File: src/rtl/ts_bank_pkg.sv
`timescale 1ns/1ps
package ts_bank_pkg;
  localparam int TS_W  = 40;
  localparam int LO_W  = 32;
  localparam int HI_W  = TS_W - LO_W;
  localparam int REG_W = 32;
endpackage

File: src/rtl/ts_slot.sv
`timescale 1ns/1ps
module ts_slot
  import ts_bank_pkg::*;
(
  input  logic            clk_i,
  input  logic            rst_ni,
  input  logic            hit_i,
  input  logic            clr_lo_i,
  input  logic            clr_hi_i,
  input  logic [TS_W-1:0] time_i,
  output logic [TS_W-1:0] ts_o,
  output logic            valid_o,
  output logic            drop_o
);
  logic [TS_W-1:0] ts_q;
  logic            valid_q;

  always_ff @(posedge clk_i or negedge rst_ni) begin
    if (!rst_ni) begin
      ts_q    <= '0;
      valid_q <= 1'b0;
    end else if (hit_i && !valid_q) begin
      ts_q    <= time_i;
      valid_q <= 1'b1;
    end else begin
      if (clr_lo_i) ts_q[LO_W-1:0] <= '0;
      if (clr_hi_i) begin
        ts_q[TS_W-1:LO_W] <= '0;
        valid_q           <= 1'b0;
      end
    end
  end

  assign ts_o    = ts_q;
  assign valid_o = valid_q;
  assign drop_o  = hit_i && valid_q;

  AST_CAPTURE_LOADS: assert property (@(posedge clk_i) disable iff (!rst_ni)
    (hit_i && !valid_o) |=> (valid_o && ts_o == $past(time_i)));
  AST_DROP_KEEPS: assert property (@(posedge clk_i) disable iff (!rst_ni)
    (hit_i && valid_o && !clr_lo_i && !clr_hi_i) |=> (valid_o && $stable(ts_o)));
  AST_CLEAR_HI: assert property (@(posedge clk_i) disable iff (!rst_ni)
    (clr_hi_i && valid_o) |=> !valid_o);
endmodule

File: src/rtl/ts_reg_dec.sv
`timescale 1ns/1ps
module ts_reg_dec #(
  parameter int ADDR_W    = 12,
  parameter int TOTAL     = 8,
  parameter int LOW_BASE  = 'h000,
  parameter int HIGH_BASE = 'h100,
  parameter int SLOT_W    = 3
) (
  input  logic [ADDR_W-1:0] addr_i,
  output logic              lo_hit_o,
  output logic              hi_hit_o,
  output logic [SLOT_W-1:0] slot_o
);
  logic [ADDR_W-1:0] lo_off, hi_off;

  // wrap-around makes addresses below a base compare as out of range
  assign lo_off   = addr_i - ADDR_W'(LOW_BASE);
  assign hi_off   = addr_i - ADDR_W'(HIGH_BASE);
  assign lo_hit_o = lo_off < ADDR_W'(TOTAL);
  assign hi_hit_o = !lo_hit_o && (hi_off < ADDR_W'(TOTAL));
  assign slot_o   = lo_hit_o ? lo_off[SLOT_W-1:0] : hi_off[SLOT_W-1:0];
endmodule

File: src/rtl/ts_capture_bank.sv
`timescale 1ns/1ps
module ts_capture_bank
  import ts_bank_pkg::*;
#(
  parameter int NUM_PORTS = 2,
  parameter int SLOTS     = 4,
  parameter int IDX_W     = (SLOTS > 1) ? $clog2(SLOTS) : 1,
  parameter int ADDR_W    = 12,
  parameter int LOW_BASE  = 'h000,
  parameter int HIGH_BASE = 'h100
) (
  input  logic                      clk_i,
  input  logic                      rst_ni,
  input  logic [NUM_PORTS*TS_W-1:0] port_time_i,
  input  logic [NUM_PORTS-1:0]      evt_vld_i,
  input  logic [NUM_PORTS-1:0]      evt_tx_i,
  input  logic [NUM_PORTS-1:0]      evt_req_i,
  input  logic [NUM_PORTS*IDX_W-1:0] evt_idx_i,
  input  logic [ADDR_W-1:0]         reg_addr_i,
  input  logic                      reg_wr_i,
  input  logic [REG_W-1:0]          reg_wdata_i,
  output logic [REG_W-1:0]          reg_rdata_o,
  output logic [NUM_PORTS-1:0]      ovf_o
);
  localparam int TOTAL  = NUM_PORTS * SLOTS;
  localparam int SLOT_W = (TOTAL > 1) ? $clog2(TOTAL) : 1;

  logic              lo_hit, hi_hit;
  logic [SLOT_W-1:0] sel;
  logic              wr_zero;
  logic [TOTAL-1:0]  hit, drop, vld;
  logic [TS_W-1:0]   slot_ts [TOTAL];
  logic [NUM_PORTS-1:0] port_drop;
  logic [NUM_PORTS-1:0] ovf_q;

  ts_reg_dec #(
    .ADDR_W(ADDR_W), .TOTAL(TOTAL), .LOW_BASE(LOW_BASE),
    .HIGH_BASE(HIGH_BASE), .SLOT_W(SLOT_W)
  ) u_dec (
    .addr_i(reg_addr_i), .lo_hit_o(lo_hit), .hi_hit_o(hi_hit), .slot_o(sel)
  );

  assign wr_zero = reg_wr_i && (reg_wdata_i == '0);

  for (genvar p = 0; p < NUM_PORTS; p++) begin : g_port
    logic elig;
    assign elig = evt_vld_i[p] && (!evt_tx_i[p] || evt_req_i[p]);

    for (genvar i = 0; i < SLOTS; i++) begin : g_slot
      localparam int K = p * SLOTS + i;
      assign hit[K] = elig && (evt_idx_i[p*IDX_W +: IDX_W] == IDX_W'(i));

      ts_slot u_slot (
        .clk_i   (clk_i),
        .rst_ni  (rst_ni),
        .hit_i   (hit[K]),
        .clr_lo_i(wr_zero && lo_hit && (sel == SLOT_W'(K))),
        .clr_hi_i(wr_zero && hi_hit && (sel == SLOT_W'(K))),
        .time_i  (port_time_i[p*TS_W +: TS_W]),
        .ts_o    (slot_ts[K]),
        .valid_o (vld[K]),
        .drop_o  (drop[K])
      );

      AST_TX_UNREQ_IGNORED: assert property (@(posedge clk_i) disable iff (!rst_ni)
        (evt_vld_i[p] && evt_tx_i[p] && !evt_req_i[p] && !vld[K] &&
         evt_idx_i[p*IDX_W +: IDX_W] == IDX_W'(i)) |=> !vld[K]);
    end

    assign port_drop[p] = |drop[p*SLOTS +: SLOTS];

    always_ff @(posedge clk_i or negedge rst_ni) begin
      if (!rst_ni)           ovf_q[p] <= 1'b0;
      else if (port_drop[p]) ovf_q[p] <= 1'b1;
    end

    AST_OVF_STICKY: assert property (@(posedge clk_i) disable iff (!rst_ni)
      ovf_o[p] |=> ovf_o[p]);
    AST_OVF_ON_DROP: assert property (@(posedge clk_i) disable iff (!rst_ni)
      port_drop[p] |=> ovf_o[p]);
  end

  assign ovf_o = ovf_q;

  always_comb begin
    reg_rdata_o = '0;
    if (lo_hit)
      reg_rdata_o = slot_ts[sel][LO_W-1:0];
    else if (hi_hit)
      reg_rdata_o = {{(REG_W-HI_W-1){1'b0}}, vld[sel], slot_ts[sel][TS_W-1:LO_W]};
  end

  AST_HI_UPPER_ZERO: assert property (@(posedge clk_i) disable iff (!rst_ni)
    hi_hit |-> (reg_rdata_o[REG_W-1:HI_W+1] == '0));
endmodule

File: config.mk
export PLATFORM = sky130hd
export DESIGN_NAME = ts_capture_bank
export DESIGN_NICKNAME = d
export VERILOG_FILES = /design/src/rtl/ts_bank_pkg.sv /design/src/rtl/ts_slot.sv /design/src/rtl/ts_reg_dec.sv /design/src/rtl/ts_capture_bank.sv
export SDC_FILE = /design/constraint.sdc
export NUM_CORES = 1
export LEC_CHECK = 0
export BUFFER_PORTS_ARGS = -buffer_cell sky130_fd_sc_hd__buf_2
export CAP_MARGIN = 20
export CORE_MARGIN = 2
export CORE_UTILIZATION = 40
export CTS_CLUSTER_SIZE = 25
export DETAILED_ROUTE_END_ITERATION = 12
export GPL_TIMING_DRIVEN = 0
export HOLD_SLACK_MARGIN = 0.03
export PLACE_DENSITY = 0.71
export SETUP_SLACK_MARGIN = 0.3
export SYNTH_ARGS = -nofsm -noshare
export SYNTH_HDL_FRONTEND = slang
export SYNTH_SLANG_ARGS = --single-unit
export TNS_END_PERCENT = 30
File: constraint.sdc
create_clock -name clk_i -period 2.64 [get_ports clk_i]
set_clock_uncertainty 0.2 [all_clocks]
set_input_delay 0.528 -clock clk_i [delete_from_list [all_inputs] [get_ports clk_i]]
set_output_delay 0.528 -clock clk_i [all_outputs]
set_load 0.005 [all_outputs]
==> results of run 1 <==
==> logic make-up after synthesis <==
| logic type | count (synthesis) | synth area share, % |
|---|---|---|
| buf+inv | 139 | 3.54 |
| compound gates | 340 | 10.7 |
| simple gates | 410 | 11.7 |
| flops | 330 | 50.4 |
| mux | 284 | 23.7 |
==> worst register-to-register path, delay by kind of cell, from the launching register on <==
kind / cells / cell delay (ns)
AO/OA/AOI/OAI: 1 / 0.17
buffers and inverters: 2 / 0.74
flip-flops: 1 / 0.38
AND/OR/NAND/NOR: 3 / 0.56
==> worst paths after layout <==
kind	endpoint	from	slack (ns)	cells past startpoint
worst max register to register	g_port[0].g_slot[0].u_slot.ts_o[39]	g_port[0].g_slot[0].u_slot.valid_o	0.45	6
worst min-delay path	g_port[0].g_slot[3].u_slot.ts_o[38]	port_time_i[38]	0.06	3
worst min register to register	ovf_o[1]	ovf_o[1]	0.27	1
min in group asynchronous	g_port[1].g_slot[0].u_slot.ts_o[3]	rst_ni	0.41	2
worst max-delay path	reg_rdata_o[8]	reg_addr_i[0]	-0.18	7
max in group asynchronous	g_port[0].g_slot[3].u_slot.ts_o[15]	rst_ni	0.77	3
==> Yosys cell counts (2+ instances only) <==
master    number  share of area, %
inv_1          5              0.11
nand4b_1       3              0.16
nand2b_1       3              0.11
clkbuf_2       3             0.092
buf_2         20              0.61
o22ai_1        9              0.34
o21ai_0      156               4.8
a31o_2         2              0.11
dfrtp_1      330                50
nand2_1      322               7.4
buf_1         24              0.55
o21ai_1        8              0.24
a21oi_2       10              0.53
nor4_1         6              0.23
and4b_1        3              0.18
nor2_1        30              0.69
and4_1         3              0.16
a21oi_1      154               4.7
buf_4          2             0.092
nor4_2         3              0.23
nand4_1        9              0.34
clkbuf_1      82               1.9
nand4_4        2              0.26
buf_6          3              0.21
mux4_2        83                11
nor2b_1       10              0.38
mux2i_1      201                12
nor4_4        10               1.3
==> layout make-up <==
| cell class | instances | area (µm²) | area share (%) |
|---|---|---|---|
| repair buffers | 207 | 1440 | 7.11 |
| plain buffers | 134 | 900 | 4.43 |
| clock buffers | 49 | 1040 | 5.14 |
| well taps | 532 | 666 | 3.28 |
| inverters | 5 | 18.8 | 0.0924 |
| diodes | 5 | 12.5 | 0.0616 |
| multi-input cells | 1034 | 7850 | 38.6 |
| clock inverters | 13 | 119 | 0.585 |
| flip-flops and latches | 330 | 8260 | 40.7 |
==> what timing repair did <==
item	in CTS	in global routing
setup endpoints to repair	360	280
hold buffers	1	0
gates resized for setup	95	41
buffers inserted	15	15
pin swaps	42	17
cloned	5	4
endpoints found under the hold margin	98	0
==> cells in the final DEF, fill, tap and decap left out, types with 3 or more instances in the layout <==
cell type / Yosys / routed
mux2i_4: 0 / 4
o22ai_2: 0 / 3
nor2_2: 0 / 4
mux2i_2: 0 / 7
mux4_2: 83 / 83
clkbuf_4: 0 / 6
nand2_1: 322 / 321
nor2b_1: 10 / 10
buf_12: 0 / 11
buf_2: 20 / 173
o21ai_1: 8 / 8
clkinv_2: 0 / 10
nand4b_1: 3 / 3
and4b_1: 3 / 3
diode_2: 0 / 5
a21oi_2: 10 / 30
o22ai_1: 9 / 6
clkbuf_16: 0 / 45
buf_1: 24 / 20
inv_1: 5 / 5
buf_4: 2 / 26
nor4_2: 3 / 5
dfrtp_1: 330 / 330
nor4_4: 10 / 14
a21oi_1: 154 / 134
buf_6: 3 / 13
nand4_1: 9 / 9
buf_16: 0 / 9
o21ai_0: 156 / 156
clkbuf_1: 82 / 59
clkbuf_8: 0 / 9
and4_1: 3 / 3
clkbuf_2: 3 / 16
nor2_1: 30 / 21
mux2i_1: 201 / 190
nor2_4: 0 / 5
==> flip-flops by register name, indices dropped and copies added (netlist names) <==
register and flops:
g_port.g_slot.u_slot.ts_o 320, g_port.g_slot.u_slot.valid_o 8, ovf_o 2
==> routing by layer <==
layer / up-vias / routed length (µm) / global-route usage, %
met5: - / 63 / 0
met1: 6839 / 21400 / 35.0
li1: 5832 / - / -
met3: 125 / 4970 / 5.38
met4: 10 / 1680 / 8.29
met2: 697 / 25400 / 40.0
==> report_power, final <==
group | leakage, nW | internal (mW) | switching (mW)
clock network | 0.582 | 2.97 | 2.09
logic | 5.00 | 1.54 | 1.57
registers | 4.22 | 6.27 | 0.675
total | 9.81 | 10.8 | 4.33
==> insert_results.sql, run 1 <==
INSERT INTO impl_metrics (metric_group, metric, value, unit) VALUES
('clocking', 'cts_buffer_depth', '3', ''),
('detailed_routing', 'detail_route.drc_violations', '0', ''),
('clocking', 'clk_transition_reported_paths', '0.06', 'ns'),
('sta', 'max_freq', '0.354', 'GHz'),
('place', 'gp_congestion', '0.843', ''),
('die', 'die_x', '206', 'µm'),
('setup_path', 'timing.critical_path.slowest_stage_cell', 'mux4_2', ''),
('detailed_routing', 'detailedRoute.firstPassIterationCount', '6', ''),
('setup_path', 'critical_path.top_delay_family', 'multiplexers', ''),
('run', 'maxCapViolations', '0', ''),
('place', 'place.detailed.hpwl', '36800', 'µm'),
('setup_path', 'critical_path.startpoint_type', 'input pin', ''),
('sta', 'setup_slack', '-0.183', 'ns'),
('clocking', 'cts_made_buffers', '38', ''),
('logic_synthesis', 'avgSynthCellArea', '10.9', 'µm²'),
('setup_path', 'timing.critical_path.slowest_cell_delay', '0.56', 'ns'),
('clocking', 'clock_tree.root_cell', 'clkbuf_16', ''),
('cells_and_area', 'finalNetCount', '1887', ''),
('clocking', 'cts.sink_count', '330', ''),
('die', 'dieArea', '0.0426', 'mm²'),
('setup_path', 'cp_cell_sequence', 'clkbuf_16, clkbuf_16, buf_16, mux4_2, mux2i_2, o22ai_2, buf_2', ''),
('sta', 'maxSlewHeadroom', '35.9', '%'),
('global_route', 'grt_start_max_net_pins', '121', ''),
('detailed_routing', 'avgRoutedWirePerCell', '23.2', 'µm'),
('cells_and_area', 'post_route_cell_area', '0.0203', 'mm²'),
('power', 'power_consumption', '15.1', 'mW'),
('logic_synthesis', 'synthesis.nets', '1640', ''),
('setup_path', 'crit_buf_inv', '4', ''),
('cells_and_area', 'layout-area-overhead-vs-synth', '23.9', '%'),
('cells_and_area', 'layout-drive-gt1-share', '27.3', '%'),
('die', 'initial_utilization', '40.3', '%'),
('setup_path', 'worst_setup_path_end_kind', 'output port', ''),
('cells_and_area', 'final.fill_count', '3532', ''),
('detailed_routing', 'routed_wirelength', '53500', 'µm'),
('status', 'violations', 'negative setup slack', ''),
('setup_path', 'arrival', '2.10', 'ns'),
('global_route', 'grtUsageTotal', '25.4', '%'),
('cells_and_area', 'layoutNonFillerInstCount', '2309', ''),
('die', 'core-area', '0.0406', 'mm²'),
('die', 'io-pin-count', '171', ''),
('place', 'dpl_cell_area', '0.0182', 'mm²'),
('logic_synthesis', 'synthFlopType', 'dfrtp_1', ''),
('sta', 'timing.final.setup_violations', '32', ''),
('logic_synthesis', 'synthDistinctLibCells', '35', ''),
('place', 'post-place-cells', '2202', ''),
('setup_path', 'worst-setup-path-type', 'input pin to output port', ''),
('global_route', 'overflow', '0', ''),
('power', 'power.static_leakage', '9.81', 'nW'),
('place', 'dp_slack', '-0.905', 'ns'),
('clocking', 'tritoncts_clock_tree', 'built', ''),
('sta', 'final.setup.tns', '-2.88', 'ns'),
('status', 'status', 'complete, but fails checks', ''),
('sta', 'whs', '0.0593', 'ns'),
('logic_synthesis', 'syn-cell-area', '0.0164', 'mm²'),
('setup_path', 'worst_path_most_repeated_cell', 'clkbuf_16', ''),
('logic_synthesis', 'synth_instances', '1503', ''),
('global_route', 'grt_first_pass_wirelength', '82000', 'µm'),
('logic_synthesis', 'synth-async-reset-ratio', '100', '%'),
('setup_path', 'required', '1.91', 'ns'),
('power', 'power.density_cell_area', '744', 'mW/mm²'),
('die', 'die_height', '206', 'µm'),
('logic_synthesis', 'yosys_register_bits', '330', ''),
('power', 'ir_worst_vdd', '0.412', 'mV'),
('place', 'buffer_ports.inserted', '165', ''),
('global_route', 'first_global_vias', '13800', ''),
('logic_synthesis', 'synth-seq-area-share', '50.4', '%'),
('sta', 'timing_worst_slew_pin_value', '0.962', 'ns'),
('clocking', 'clk_latency', '0.53', 'ns'),
('clocking', 'htree_num_levels', '2', ''),
('detailed_routing', 'drtIter0Drc', '1259', ''),
('sta', 'layout_worst_path_cycle_share', '107', '%'),
('sta', 'setup_repair_after_global_routing_missed_its_margin', 'yes', ''),
('die', 'num_rows', '74', ''),
('global_route', 'initial_antenna_violation_count', '8', ''),
('logic_synthesis', 'synth_enable_flop_cells', '0', ''),
('worst_hold_path', 'holdCritPathClass', 'input pin to flop', ''),
('detailed_routing', 'ant_nets', '0', ''),
('sta', 'timing.final.crit_period', '2.82', 'ns'),
('detailed_routing', 'route.detailed.vias_per_inst', '5.85', ''),
('detailed_routing', 'detailroute.via_count', '13500', ''),
('cells_and_area', 'utilization', '50.0', '%'),
('sta', 'number_of_pins_exceeding_their_max_slew_limit_in_the_final_report', '0', ''),
('logic_synthesis', 'yosysWarningCount', '0', ''),
('setup_path', 'critPathMaxFanout', '6', ''),
('sta', 'hold_violations', '0', '');
No activity file was read; power rests on OpenSTA's default activity.
==> inputs of run 2 (changes only) <==
Settings changed: CORE_UTILIZATION 40 to 35, PLACE_DENSITY 0.71 to 0.65, REMOVE_ABC_BUFFERS set to 1.
==> insert_results.sql, run 2 (synthesis gave the netlist of run 1 again) <==
INSERT INTO impl_metrics (metric_group, metric, value, unit) VALUES
('global_route', 'grt_first_pass_wirelength', '80400', 'µm'),
('cells_and_area', 'layout-drive-gt1-share', '32.7', '%'),
('run', 'maxCapViolations', '0', ''),
('status', 'violations', 'negative hold slack, negative setup slack', ''),
('power', 'power.static_leakage', '10.1', 'nW'),
('clocking', 'cts_buffer_depth', '3', ''),
('sta', 'timing.final.crit_period', '2.71', 'ns'),
('detailed_routing', 'avgRoutedWirePerCell', '22.8', 'µm'),
('setup_path', 'cp_cell_sequence', 'buf_16, buf_12, buf_16, mux4_2, mux2i_2, o22ai_2, buf_2', ''),
('clocking', 'cts_made_buffers', '35', ''),
('place', 'dp_slack', '-1.17', 'ns'),
('power', 'ir_worst_vdd', '0.357', 'mV'),
('die', 'initial_utilization', '35.4', '%'),
('sta', 'timing_worst_slew_pin_value', '0.900', 'ns'),
('setup_path', 'worst_path_most_repeated_cell', 'buf_16', ''),
('cells_and_area', 'layout.cells.most_common_list', 'dfrtp_1 (330), nand2_1 (302), mux2i_1 (188), buf_2 (163), a21oi_1 (154)', ''),
('clocking', 'clock_tree.root_cell', 'clkbuf_16', ''),
('die', 'core-area', '0.0464', 'mm²'),
('place', 'gp_congestion', '0.832', ''),
('setup_path', 'arrival', '1.98', 'ns'),
('global_route', 'grt_start_max_net_pins', '128', ''),
('sta', 'max_freq', '0.369', 'GHz'),
('global_route', 'overflow', '0', ''),
('detailed_routing', 'drtIter0Drc', '1136', ''),
('clocking', 'tritoncts_clock_tree', 'built', ''),
('detailed_routing', 'routed_wirelength', '53000', 'µm'),
('detailed_routing', 'wl_met1', '20700', 'µm'),
('setup_path', 'worst_reg2reg_setup_slack', '0.24', 'ns'),
('die', 'die_x', '220', 'µm'),
('sta', 'setup_repair_after_global_routing_missed_its_margin', 'yes', ''),
('global_route', 'first_global_vias', '13300', ''),
('setup_path', 'critPathMaxFanout', '8', ''),
('detailed_routing', 'route.detailed.vias_per_inst', '5.63', ''),
('clocking', 'clk_latency', '0.52', 'ns'),
('worst_hold_path', 'holdCritPathClass', 'input pin to asynchronous set/reset pin', ''),
('sta', 'hold_violations', '78', ''),
('cells_and_area', 'layoutNonFillerInstCount', '2323', ''),
('die', 'dieArea', '0.0486', 'mm²'),
('cells_and_area', 'final_common_cell', 'dfrtp_1', ''),
('clocking', 'clk_transition_reported_paths', '0.06', 'ns'),
('detailed_routing', 'routed-wl-met2', '26900', 'µm'),
('place', 'buffer_ports.inserted', '170', ''),
('cells_and_area', 'largest_register_ffs', '320', ''),
('power', 'power.density_cell_area', '719', 'mW/mm²'),
('cells_and_area', 'finalNetCount', '1825', ''),
('detailed_routing', 'detailroute.via_count', '13100', ''),
('detailed_routing', 'route.met3.wl', '3240', 'µm'),
('detailed_routing', 'detail_route.drc_violations', '0', ''),
('sta', 'layout_worst_path_cycle_share', '103', '%'),
('global_route', 'grtUsageTotal', '21.6', '%'),
('setup_path', 'worst_setup_path_end_kind', 'output port', ''),
('die', 'die_height', '220', 'µm'),
('setup_path', 'critical_path.startpoint_type', 'input pin', ''),
('cells_and_area', 'regArea', '0.00826', 'mm²'),
('place', 'place.detailed.hpwl', '33400', 'µm'),
('clocking', 'cts.sink_count', '330', ''),
('detailed_routing', 'topRoutingLayerUsed', 'met5', ''),
('setup_path', 'timing.critical_path.slowest_stage_cell', 'mux4_2', ''),
('sta', 'whs', '-0.237', 'ns'),
('die', 'num_rows', '79', ''),
('place', 'post-place-cells', '2210', ''),
('clocking', 'htree_num_levels', '2', ''),
('status', 'status', 'complete, but fails checks', ''),
('die', 'io-pin-count', '171', ''),
('sta', 'final.setup.tns', '-0.315', 'ns'),
('cells_and_area', 'final.fill_count', '4044', ''),
('cells_and_area', 'area_taken_by_multi_input_logic_gates', '0.00811', 'mm²'),
('cells_and_area', 'layout-area-overhead-vs-synth', '28.3', '%'),
('setup_path', 'required', '1.91', 'ns'),
('detailed_routing', 'detailedRoute.firstPassIterationCount', '5', ''),
('sta', 'timing.final.setup_violations', '12', ''),
('sta', 'number_of_pins_exceeding_their_max_slew_limit_in_the_final_report', '0', ''),
('setup_path', 'timing.critical_path.slowest_cell_delay', '0.55', 'ns'),
('detailed_routing', 'ant_nets', '0', ''),
('setup_path', 'worst-setup-path-type', 'input pin to output port', ''),
('global_route', 'initial_antenna_violation_count', '17', ''),
('sta', 'setup_slack', '-0.0698', 'ns'),
('sta', 'maxSlewHeadroom', '39.8', '%');
## run 2: final cells by class
| cell class | count | area share, % |
|---|---|---|
| antenna | 6 | 0.0714 |
| inverter | 5 | 0.0892 |
| clock inverter | 13 | 0.827 |
| multi-input combinational | 1034 | 38.5 |
| sequential | 330 | 39.2 |
| timing repair buffer | 282 | 12.7 |
| tap | 607 | 3.61 |
| clock buffer | 46 | 4.89 |
## run 2: path summary, 6_finish.rpt
kind / from / to / cells past startpoint
hold / removal: rst_ni / g_port[0].g_slot[2].u_slot.valid_o / 1
max in group asynchronous: rst_ni / g_port[1].g_slot[3].u_slot.ts_o[19] / 3
setup / recovery: reg_addr_i[0] / reg_rdata_o[5] / 7
setup reg to reg: g_port[0].g_slot[2].u_slot.valid_o / g_port[0].g_slot[2].u_slot.ts_o[16] / 6
min in group clk_i: port_time_i[54] / g_port[1].g_slot[0].u_slot.ts_o[14] / 3
hold reg to reg: ovf_o[1] / ovf_o[1] / 1
## run 2: report_power, final
part / internal [mW] / switching (mW)
combinational: 1.54 / 1.49
clock: 3.13 / 2.04
sequential: 6.27 / 0.652
total: 10.9 / 4.19
## run 2: repair_timing
| item | CTS | global route |
|---|---|---|
| setup buffers | 24 | 12 |
| resized for setup | 113 | 139 |
| pin swaps | 41 | 64 |
| gates cloned | 10 | 2 |
| endpoints found under the hold margin | 78 | 78 |
| setup endpoints to repair | 322 | 185 |
## run 2: metal layers
layer  global-route usage (%)  up-vias
li1                         -     5723
met1                     26.9     6756
met2                     37.1      432
met3                     4.60      136
met4                     7.85       26
met5                        0        -
## run 2: critical path: cells and delay by family
family / cells / cell delay (ns)
buffers and inverters: 4 / 0.58
AOI/OAI and AO/OA: 1 / 0.10
muxes: 2 / 0.73
## run 2: metrics by stage
| stage | cell area [µm²] | utilization (%) | power, mW |
|---|---|---|---|
| floorplan | 15800 | - | 8.67 |
| global placement | 17400 | 37.6 | 9.52 |
| detailed placement | 18400 | 39.8 | 9.73 |
| CTS | 20500 | 44.3 | 15.1 |
| global route | 21000 | 45.4 | 15.8 |
| finish | 21000 | 45.4 | 15.1 |
==> inputs of run 3 (changes only) <==
Settings changed: CELL_PAD_IN_SITES_DETAIL_PLACEMENT set to 0, CELL_PAD_IN_SITES_GLOBAL_PLACEMENT set to 1, PLACE_DENSITY 0.65 to 0.76.
==> insert_results.sql, run 3 (synthesis gave the netlist of run 1 again) <==
INSERT INTO impl_metrics (metric_group, metric, value, unit) VALUES
('status', 'status', 'complete, but fails checks', ''),
('status', 'violations', 'negative setup slack', ''),
('clocking', 'tritoncts_clock_tree', 'built', ''),
('die', 'core-area', '0.0464', 'mm²'),
('worst_hold_path', 'hold_path_startpoint', 'port_time_i[35]', ''),
('detailed_routing', 'detail_route.drc_violations', '0', ''),
('sta', 'timing.final.setup_violations', '22', ''),
('detailed_routing', 'route.met3.wl', '3170', 'µm'),
('worst_hold_path', 'holdCritPathClass', 'input pin to flop', ''),
('setup_path', 'arrival', '1.99', 'ns'),
('global_route', 'first_global_vias', '13100', ''),
('run', 'maxCapViolations', '0', ''),
('detailed_routing', 'routed_wirelength', '51500', 'µm'),
('setup_path', 'worst-setup-path-type', 'input pin to output port', ''),
('setup_path', 'worst_reg2reg_setup_slack', '0.26', 'ns'),
('power', 'power.density_cell_area', '715', 'mW/mm²'),
('power', 'ir_worst_vdd', '0.324', 'mV'),
('power', 'power.static_leakage', '9.96', 'nW'),
('cells_and_area', 'area_taken_by_multi_input_logic_gates', '0.00799', 'mm²'),
('power', 'cell_internal_pwr', '10.7', 'mW'),
('die', 'die_height', '220', 'µm'),
('global_route', 'grt_first_pass_wirelength', '78200', 'µm'),
('die', 'die_x', '220', 'µm'),
('setup_path', 'timing.critical_path.slowest_stage_cell', 'mux4_2', ''),
('die', 'num_rows', '79', ''),
('setup_path', 'worst_path_most_repeated_cell', 'buf_16', ''),
('cells_and_area', 'utilization', '44.8', '%'),
('sta', 'timing.final.crit_period', '2.72', 'ns'),
('detailed_routing', 'detailedRoute.firstPassIterationCount', '5', ''),
('sta', 'whs', '0.0363', 'ns'),
('die', 'dieArea', '0.0486', 'mm²'),
('setup_path', 'timing.reg2reg.worst_path_depth', '6', ''),
('cells_and_area', 'largest_register_ffs', '320', ''),
('place', 'place.detailed.hpwl', '34000', 'µm'),
('sta', 'setup_repair_after_global_routing_missed_its_margin', 'yes', ''),
('clocking', 'htree_num_levels', '2', ''),
('global_route', 'overflow', '0', ''),
('global_route', 'grtUsageTotal', '21.1', '%'),
('clocking', 'cts.sink_count', '330', ''),
('detailed_routing', 'routed-wl-met2', '25400', 'µm'),
('worst_hold_path', 'holdPathStages', '3', ''),
('detailed_routing', 'ant_nets', '0', ''),
('sta', 'number_of_pins_exceeding_their_max_slew_limit_in_the_final_report', '0', ''),
('clocking', 'clock_tree.root_cell', 'clkbuf_16', ''),
('detailed_routing', 'topRoutingLayerUsed', 'met5', ''),
('power', 'share_seq_of_total_power', '46.5', '%'),
('power', 'switching_share', '27.7', '%'),
('sta', 'max_freq', '0.368', 'GHz'),
('clocking', 'clk_transition_reported_paths', '0.07', 'ns'),
('setup_path', 'critPathMaxFanout', '6', ''),
('cells_and_area', 'layout-area-overhead-vs-synth', '26.7', '%'),
('detailed_routing', 'avgRoutedWirePerCell', '22.2', 'µm'),
('detailed_routing', 'wl_met1', '21200', 'µm'),
('global_route', 'grt_start_max_net_pins', '115', ''),
('setup_path', 'critical_path.startpoint_type', 'input pin', ''),
('setup_path', 'crit_buf_inv', '4', ''),
('detailed_routing', 'detailroute.via_count', '12700', ''),
('power', 'clkPwrFrac', '33.4', '%'),
('setup_path', 'required', '1.91', 'ns'),
('die', 'initial_utilization', '35.4', '%'),
('setup_path', 'critical_path.top_delay_family', 'multiplexers', ''),
('cells_and_area', 'regArea', '0.00826', 'mm²'),
('place', 'buffer_ports.inserted', '170', ''),
('setup_path', 'timing.critical_path.slowest_cell_delay', '0.55', 'ns'),
('cells_and_area', 'layout.cells.most_common_list', 'dfrtp_1 (330), nand2_1 (305), mux2i_1 (192), buf_2 (164), a21oi_1 (149)', ''),
('cells_and_area', 'layout-drive-gt1-share', '30.0', '%'),
('die', 'io-pin-count', '171', ''),
('power', 'switching_power', '4.11', 'mW'),
('setup_path', 'worst_setup_path_end_kind', 'output port', ''),
('sta', 'maxSlewHeadroom', '40.1', '%'),
('global_route', 'initial_antenna_violation_count', '12', ''),
('setup_path', 'cp_cell_sequence', 'buf_16, buf_16, buf_12, mux4_2, mux2i_2, o22ai_1, buf_2', ''),
('detailed_routing', 'drtIter0Drc', '929', ''),
('setup_path', 'timing.rr.end', 'g_port[0].g_slot[3].u_slot.ts_o[17]', ''),
('sta', 'layout_worst_path_cycle_share', '103', '%'),
('sta', 'timing_worst_slew_pin_value', '0.894', 'ns'),
('clocking', 'cts_buffer_depth', '3', ''),
('place', 'gp_congestion', '0.789', ''),
('cells_and_area', 'final_common_cell', 'dfrtp_1', ''),
('clocking', 'clk_latency', '0.53', 'ns'),
('detailed_routing', 'route.detailed.vias_per_inst', '5.49', ''),
('sta', 'hold_violations', '0', ''),
('worst_hold_path', 'min_delay_worst_endpoint', 'g_port[0].g_slot[2].u_slot.ts_o[35]', ''),
('setup_path', 'rr_startpoint', 'g_port[0].g_slot[3].u_slot.valid_o', ''),
('sta', 'setup_slack', '-0.0804', 'ns'),
('clocking', 'cts_made_buffers', '34', ''),
('cells_and_area', 'final.fill_count', '4107', ''),
('cells_and_area', 'finalNetCount', '1822', ''),
('power', 'power.combinational.fraction', '20.1', '%');
[run 3: how the worst max path moves through the flow]
| stage | startpoint | end | slack (ns) | cells past startpoint |
|---|---|---|---|---|
| global placement | reg_wdata_i[18] | g_port[0].g_slot[0].u_slot.ts_o[19] | -15.95 | 5 |
| detailed placement | reg_wdata_i[4] | g_port[1].g_slot[1].u_slot.ts_o[24] | -1.43 | 11 |
| CTS | reg_addr_i[0] | reg_rdata_o[2] | -0.06 | 7 |
| global route | reg_addr_i[0] | reg_rdata_o[2] | -0.12 | 7 |
| floorplan | reg_wdata_i[1] | g_port[0].g_slot[0].u_slot.ts_o[0] | -8.47 | 4 |
| finish | reg_addr_i[0] | reg_rdata_o[2] | -0.08 | 7 |
[run 3: what timing repair did]
item	4_1_cts	5_1_grt
setup buffers	30	7
hold endpoints to repair	45	0
setup endpoints to repair	294	155
gates cloned	4	5
resized for setup	66	86
hold buffers	1	0
pin swaps	24	38
[run 3: final cells by class]
type | instances | area share, %
Sequential cell | 330 | 39.7
Multi-Input combinational cell | 1034 | 38.4
Timing Repair Buffer | 280 | 12.6
Clock buffer | 52 | 5.07
Tap cell | 607 | 3.66
Clock inverter | 5 | 0.361
Inverter | 5 | 0.0903
Antenna cell | 6 | 0.0723
[run 3: worst register-to-register path, stage by stage, from the launching register on]
cell	delay, ns
dfrtp_1	0.40
nor2b_2	0.16
nand4_1	0.70
buf_8	0.44
buf_16	0.21
nand2_4	0.11
o21ai_1	0.05
[run 3: through the flow]
stage / TNS (ns) / std cells / cell area [µm²] / setup WS, ns / power [mW]
after CTS: -1.07 / 2301 / 20300 / -0.0646 / 14.8
final: -0.578 / 2319 / 20800 / -0.0804 / 14.9
after global routing: -1.72 / 2314 / 20800 / -0.119 / 15.6
after detailed placement: -205.70 / 2209 / 18500 / -1.43 / 9.73
after global placement: -4378.83 / 2146 / 17400 / -15.95 / 9.55
after floorplan: -1117.23 / 1369 / 15800 / -8.47 / 8.67
[run 3: power by group through the flow]
stage / sequential [mW] / clock (mW) / combinational [mW]
2_1_floorplan: 6.79 / 0 / 1.89
3_3_place_gp: 6.94 / 0 / 2.61
3_5_place_dp: 6.98 / 0 / 2.76
4_1_cts: 6.89 / 5.03 / 2.91
5_1_grt: 7.05 / 5.22 / 3.29
6_report: 6.90 / 4.97 / 2.98
[run 3: routing by layer]
layer / vias to the layer above / track usage, %
li1: 5701 / -
met1: 6552 / 27.6
met2: 357 / 34.5
met3: 104 / 4.82
met4: 18 / 7.54
met5: - / 0
